`config.mk`:
```
export PLATFORM = sky130hd
export DESIGN_NAME = adc_sample_fifo
export DESIGN_NICKNAME = d
export VERILOG_FILES = /design/src/rtl/adc_fifo_pkg.sv /design/src/rtl/afifo_fmt.sv /design/src/rtl/afifo_store.sv /design/src/rtl/afifo_flags.sv /design/src/rtl/adc_sample_fifo.sv
export SDC_FILE = /design/constraint.sdc
export NUM_CORES = 1
export LEC_CHECK = 0
export ABC_AREA = 1
export BUFFER_PORTS_ARGS = -buffer_cell sky130_fd_sc_hd__clkbuf_2
export CAP_MARGIN = 10
export CELL_PAD_IN_SITES_DETAIL_PLACEMENT = 0
export CELL_PAD_IN_SITES_GLOBAL_PLACEMENT = 1
export CORE_ASPECT_RATIO = 0.8
export CORE_MARGIN = 3
export CORE_UTILIZATION = 46
export CTS_CLUSTER_SIZE = 25
export DETAILED_ROUTE_END_ITERATION = 12
export PLACE_DENSITY_LB_ADDON = 0.3
export SLEW_MARGIN = 15
export SYNTH_ARGS = -nofsm -noshare
export SYNTH_HDL_FRONTEND = slang
export SYNTH_SLANG_ARGS = --single-unit
export TNS_END_PERCENT = 50
```
`constraint.sdc`:
```
create_clock -name clk_i -period 3.12 [get_ports clk_i]
set_input_delay 0.312 -clock clk_i [delete_from_list [all_inputs] [get_ports clk_i]]
set_output_delay 0.312 -clock clk_i [all_outputs]
set_load 0.05 [all_outputs]
```
`src/rtl/adc_fifo_pkg.sv`:
```
package adc_fifo_pkg;
  localparam int WORD_W  = 16;
  localparam int ERR_BIT = 15;
  localparam int BYTE_W  = 8;
endpackage

```
`src/rtl/afifo_fmt.sv`:
```
module afifo_fmt
  import adc_fifo_pkg::*;
#(
  parameter int RES_W = 12
) (
  input  logic [RES_W-1:0]  res_i,
  input  logic              err_i,
  input  logic              err_mode_i,
  input  logic              shift_mode_i,
  output logic [WORD_W-1:0] word_o
);
  localparam int SHIFT = RES_W - BYTE_W;

  always_comb begin
    word_o = '0;
    if (shift_mode_i) word_o[BYTE_W-1:0] = res_i[RES_W-1:SHIFT];
    else              word_o[RES_W-1:0]  = res_i;
    word_o[ERR_BIT] = err_mode_i & err_i;
  end
endmodule

```
`src/rtl/afifo_store.sv`:
```
module afifo_store
  import adc_fifo_pkg::*;
#(
  parameter int DEPTH = 4,
  localparam int PTR_W = $clog2(DEPTH),
  localparam int LVL_W = $clog2(DEPTH + 1)
) (
  input  logic              clk_i,
  input  logic              rst_ni,
  input  logic              wr_req_i,
  input  logic [WORD_W-1:0] wr_word_i,
  input  logic              rd_req_i,
  output logic [WORD_W-1:0] rd_word_o,
  output logic [LVL_W-1:0]  level_o,
  output logic              drop_o,
  output logic              under_o
);
  logic [WORD_W-1:0] mem_q [DEPTH];
  logic [PTR_W-1:0]  wr_ptr_q, rd_ptr_q;
  logic [LVL_W-1:0]  cnt_q;
  logic              full, empty, do_rd, do_wr;

  assign full    = (cnt_q == LVL_W'(DEPTH));
  assign empty   = (cnt_q == '0);
  assign do_rd   = rd_req_i & ~empty;
  assign do_wr   = wr_req_i & (~full | do_rd);
  assign drop_o  = wr_req_i & full & ~rd_req_i;
  assign under_o = rd_req_i & empty;

  function automatic logic [PTR_W-1:0] inc(input logic [PTR_W-1:0] p);
    return (p == PTR_W'(DEPTH - 1)) ? '0 : p + 1'b1;
  endfunction

  for (genvar i = 0; i < DEPTH; i++) begin : g_slot
    always_ff @(posedge clk_i or negedge rst_ni) begin
      if (!rst_ni)                              mem_q[i] <= '0;
      else if (do_wr && wr_ptr_q == PTR_W'(i)) mem_q[i] <= wr_word_i;
    end
  end

  always_ff @(posedge clk_i or negedge rst_ni) begin
    if (!rst_ni) begin
      wr_ptr_q <= '0;
      rd_ptr_q <= '0;
      cnt_q    <= '0;
    end else begin
      if (do_wr) wr_ptr_q <= inc(wr_ptr_q);
      if (do_rd) rd_ptr_q <= inc(rd_ptr_q);
      case ({do_wr, do_rd})
        2'b10:   cnt_q <= cnt_q + 1'b1;
        2'b01:   cnt_q <= cnt_q - 1'b1;
        default: cnt_q <= cnt_q;
      endcase
    end
  end

  assign rd_word_o = empty ? '0 : mem_q[rd_ptr_q];
  assign level_o   = cnt_q;
endmodule

```
`src/rtl/afifo_flags.sv`:
```
module afifo_flags #(
  parameter int LVL_W = 3
) (
  input  logic             clk_i,
  input  logic             rst_ni,
  input  logic [LVL_W-1:0] level_i,
  input  logic [LVL_W-1:0] thresh_i,
  input  logic             dreq_en_i,
  input  logic             irq_en_i,
  input  logic             drop_i,
  input  logic             under_i,
  input  logic             ovf_clr_i,
  input  logic             unf_clr_i,
  output logic             dreq_o,
  output logic             irq_o,
  output logic             ovf_o,
  output logic             unf_o
);
  logic at_thresh;
  assign at_thresh = (level_i >= thresh_i);
  assign dreq_o    = dreq_en_i & at_thresh;
  assign irq_o     = irq_en_i & at_thresh;

  // set has priority over write-one clear
  always_ff @(posedge clk_i or negedge rst_ni) begin
    if (!rst_ni) begin
      ovf_o <= 1'b0;
      unf_o <= 1'b0;
    end else begin
      if (drop_i)         ovf_o <= 1'b1;
      else if (ovf_clr_i) ovf_o <= 1'b0;
      if (under_i)        unf_o <= 1'b1;
      else if (unf_clr_i) unf_o <= 1'b0;
    end
  end
endmodule

```
`src/rtl/adc_sample_fifo.sv`:
```
module adc_sample_fifo
  import adc_fifo_pkg::*;
#(
  parameter int DEPTH = 4,
  parameter int RES_W = 12,
  localparam int LVL_W = $clog2(DEPTH + 1)
) (
  input  logic              clk_i,
  input  logic              rst_ni,
  input  logic              fifo_en_i,
  input  logic              err_mode_i,
  input  logic              shift_mode_i,
  input  logic [LVL_W-1:0]  thresh_i,
  input  logic              dreq_en_i,
  input  logic              irq_en_i,
  input  logic              push_i,
  input  logic [RES_W-1:0]  res_i,
  input  logic              res_err_i,
  input  logic              pop_i,
  input  logic              ovf_clr_i,
  input  logic              unf_clr_i,
  output logic [WORD_W-1:0] data_o,
  output logic              empty_o,
  output logic [LVL_W-1:0]  level_o,
  output logic              dreq_o,
  output logic              irq_o,
  output logic              ovf_o,
  output logic              unf_o
);
  logic [WORD_W-1:0] fmt_word;
  logic              drop, under;

  afifo_fmt #(.RES_W(RES_W)) u_fmt (
    .res_i        (res_i),
    .err_i        (res_err_i),
    .err_mode_i   (err_mode_i),
    .shift_mode_i (shift_mode_i),
    .word_o       (fmt_word)
  );

  afifo_store #(.DEPTH(DEPTH)) u_store (
    .clk_i     (clk_i),
    .rst_ni    (rst_ni),
    .wr_req_i  (push_i & fifo_en_i),
    .wr_word_i (fmt_word),
    .rd_req_i  (pop_i),
    .rd_word_o (data_o),
    .level_o   (level_o),
    .drop_o    (drop),
    .under_o   (under)
  );

  afifo_flags #(.LVL_W(LVL_W)) u_flags (
    .clk_i     (clk_i),
    .rst_ni    (rst_ni),
    .level_i   (level_o),
    .thresh_i  (thresh_i),
    .dreq_en_i (dreq_en_i),
    .irq_en_i  (irq_en_i),
    .drop_i    (drop),
    .under_i   (under),
    .ovf_clr_i (ovf_clr_i),
    .unf_clr_i (unf_clr_i),
    .dreq_o    (dreq_o),
    .irq_o     (irq_o),
    .ovf_o     (ovf_o),
    .unf_o     (unf_o)
  );

  assign empty_o = (level_o == '0);
endmodule

```
==> results.toml <==
[status]
outcome = "finished clean"

[finish]
fin_cells = 536
fin_nets = 480
area_delta_synth_final_pct = 13.2
final_area_mm2 = 0.00378
drive_gt1_share_pct = 22.9
diodes = 0

[detailed_routing]
viasPerCell = 4.88
vias = 2617
post_drt_wl_per_cell_um = 13.9
routed_wl_mm = 7.43
drt_pass1_iterations = 4
drt_iter0_drc = 162
postRouteAntennaNets = 0
drc = 0

[worst_setup_path]
r2r_end = "u_store.level_o[2]"
crit_family = "buffers and inverters"
start_kind = "flip-flop"
critPathCaptureType = "primary output"
r2r-start = "u_store.level_o[2]"
critPathBufInv = 2
critPathMostFrequentCell = "a21oi_1"
crit_fanout = 15
cp.arrival_ns = 2.25
slowest_delay_ns = 0.67
rr_worst_depth = 9
slowest_stage = "dfrtp_1"
cp.required_ns = 2.81
path_cells = "inv_1, a21oi_1, o21ai_0, a21oi_1, clkbuf_2"
r2r_slack_ns = 1.47
path_class = "reg2out"

[timing]
max_freq_mhz = 390
worst_pin_slew_ns = 0.774
maxSlewViolCount = 0
fin_setup_tns_ns = 0
period_minus_slack_ns = 2.56
setup_viol = 0
max_slew_margin_pct = 48.4
finClkSkew_ns = 0.00578
period_share_pct = 82.1
grt_setup_unrepaired = "no"
hold_viol = 0

[power_and_ir_drop]
vdd_drop_max_v = 0.000422
powerDensity_mw_per_mm2 = 1180
design_power_total_uw = 4450
leakagePower_uw = 0.00197

[yosys]
syn_area_mm2 = 0.00334
synth_edf_count = 0
synth.avg_cell_area_um2 = 8.29
synth_ff_type = "dfrtp_1"
yosysWarnings = 0
synth_cell_types = 31
seq_area_frac_synth_pct = 45.7
netlist_instances = 403
synth-async-reset-ratio_pct = 100
ys_ff_latch = 61

[clock_network]
postCtsHoldBufs = 0
post_cts_buffers = 0
cts_tree = "done"
clkTransAtPathRegs_ns = 0.07
htree_levels = 3
cts-resized-gates = 0
cts.path.max_buffers = 2
cts_buffers = 9
clk_root_buffer_cell = "clkbuf_8"
clk_latency_ns = 0.34
clock_sinks = 61

[floorplanning]
fp.dieH_um = 82.2
die_area_mm2 = 0.00832
start_util_pct = 48.0
rows = 27
die_width_um = 101
core_area_mm2 = 0.00696
ios = 51

[placement]
placedInstanceArea_mm2 = 0.00355
dpl.hpwl_mm = 5.18
place_inst = 520
portBuffers = 47
gp_congestion = 0.802

[global_routing]
grt_max_degree = 62
grt_usage_pct = 19.6
antenna_found_initial = 0
gr-total-overflow = 0
grt_pass1_vias = 2449
grt_first_pass_wirelength_mm = 12.6

[hold_path]
hp-class = "in2async"

[job]
maxCapViolations = 0
==> worst max-delay path by stage <==
| stage | startpoint | to | slack (ns) | cells after the start |
|---|---|---|---|---|
| 3_3_place_gp | u_store.rd_ptr_q[1] | data_o[3] | 0.99 | 5 |
| 6_report | u_store.rd_ptr_q[1] | data_o[3] | 0.56 | 5 |
| 3_5_place_dp | u_store.rd_ptr_q[1] | data_o[3] | 0.95 | 5 |
| 5_1_grt | u_store.rd_ptr_q[1] | data_o[3] | 0.37 | 5 |
| 2_1_floorplan | u_store.level_o[2] | data_o[10] | 0.74 | 5 |
| 4_1_cts | u_store.rd_ptr_q[1] | data_o[3] | 0.55 | 5 |
==> placed cells by master, fill, tap and decap left out, types with 8 or more instances in the layout <==
cell type  instances
nand2_1          112
dfrtp_1           61
inv_1             51
clkbuf_2          47
a21oi_1           42
o21ai_0           30
o21ai_2           16
o21ai_1           13
nor2_1            13
clkbuf_8          11
ha_1               8
==> stage by stage <==
| step | utilization (%) | worst slack [ns] | hold slack (ns) |
|---|---|---|---|
| global placement | 51.0 | 0.989 | 0.448 |
| finish | 54.3 | 0.557 | 0.107 |
| detailed placement | 51.0 | 0.946 | 0.453 |
| global route | 54.3 | 0.373 | 0.176 |
| CTS | 54.3 | 0.553 | 0.160 |
| floorplan | - | 0.740 | 0.0164 |
==> state kept, by name, summed over array words and instances, names as in the netlist <==
name and count:
u_flags.ovf_o 1, u_flags.unf_o 1, u_store.level_o 3, u_store.mem_q 52
u_store.rd_ptr_q 2, u_store.wr_ptr_q 2
==> synthesized netlist by cell type (4+ instances only) <==
| library cell | instances | share of area, % |
|---|---|---|
| a21oi_1 | 42 | 6.3 |
| o21ai_0 | 30 | 4.5 |
| nand2_2 | 6 | 1.1 |
| buf_6 | 5 | 1.7 |
| ha_1 | 8 | 3.0 |
| nand2_1 | 112 | 13 |
| clkbuf_1 | 4 | 0.45 |
| nand3_1 | 6 | 0.90 |
| o21ai_1 | 13 | 1.9 |
| nor2_1 | 13 | 1.5 |
| buf_2 | 5 | 0.75 |
| dfrtp_1 | 61 | 46 |
| mux2_2 | 4 | 1.3 |
| o21ai_2 | 16 | 4.2 |
| buf_4 | 5 | 1.1 |
| inv_1 | 51 | 5.7 |
==> kinds of logic (layout without fill, tap and decap cells) <==
logic type | after synthesis | count (layout) | share of synthesized area [%]
fa+ha+maj | 9 | 9 | 3.60
other cells | 1 | 3 | 0.112
buf+inv | 75 | 119 | 11.1
compound gates | 104 | 104 | 17.5
simple gates | 148 | 148 | 20.4
mux | 4 | 4 | 1.35
xor+xnor | 1 | 1 | 0.262
flops | 61 | 61 | 45.7
==> routing by layer <==
layer / wire length, µm / GRT usage, %
met1: 3670 / 28.6
met2: 3350 / 29.4
met3: 373 / 4.53
met4: 46 / 5.58
met5: 0 / 0
==> power by group <==
group / internal, µW / total [µW] / leakage (µW) / switching (µW)
Clock: 493 / 810 / 0.000108 / 317
Combinational: 626 / 2310 / 0.00110 / 1690
Sequential: 1140 / 1330 / 0.000767 / 188
==> area by class of cell <==
type,instances,area [µm²]
clock inverter,5,82.6
clock buffer,11,151
tap,87,109
sequential,61,1530
inverter,54,210
timing repair buffer,49,250
fill,684,3180
multi-input combinational,269,1450
(Power assumes the default switching activity.)
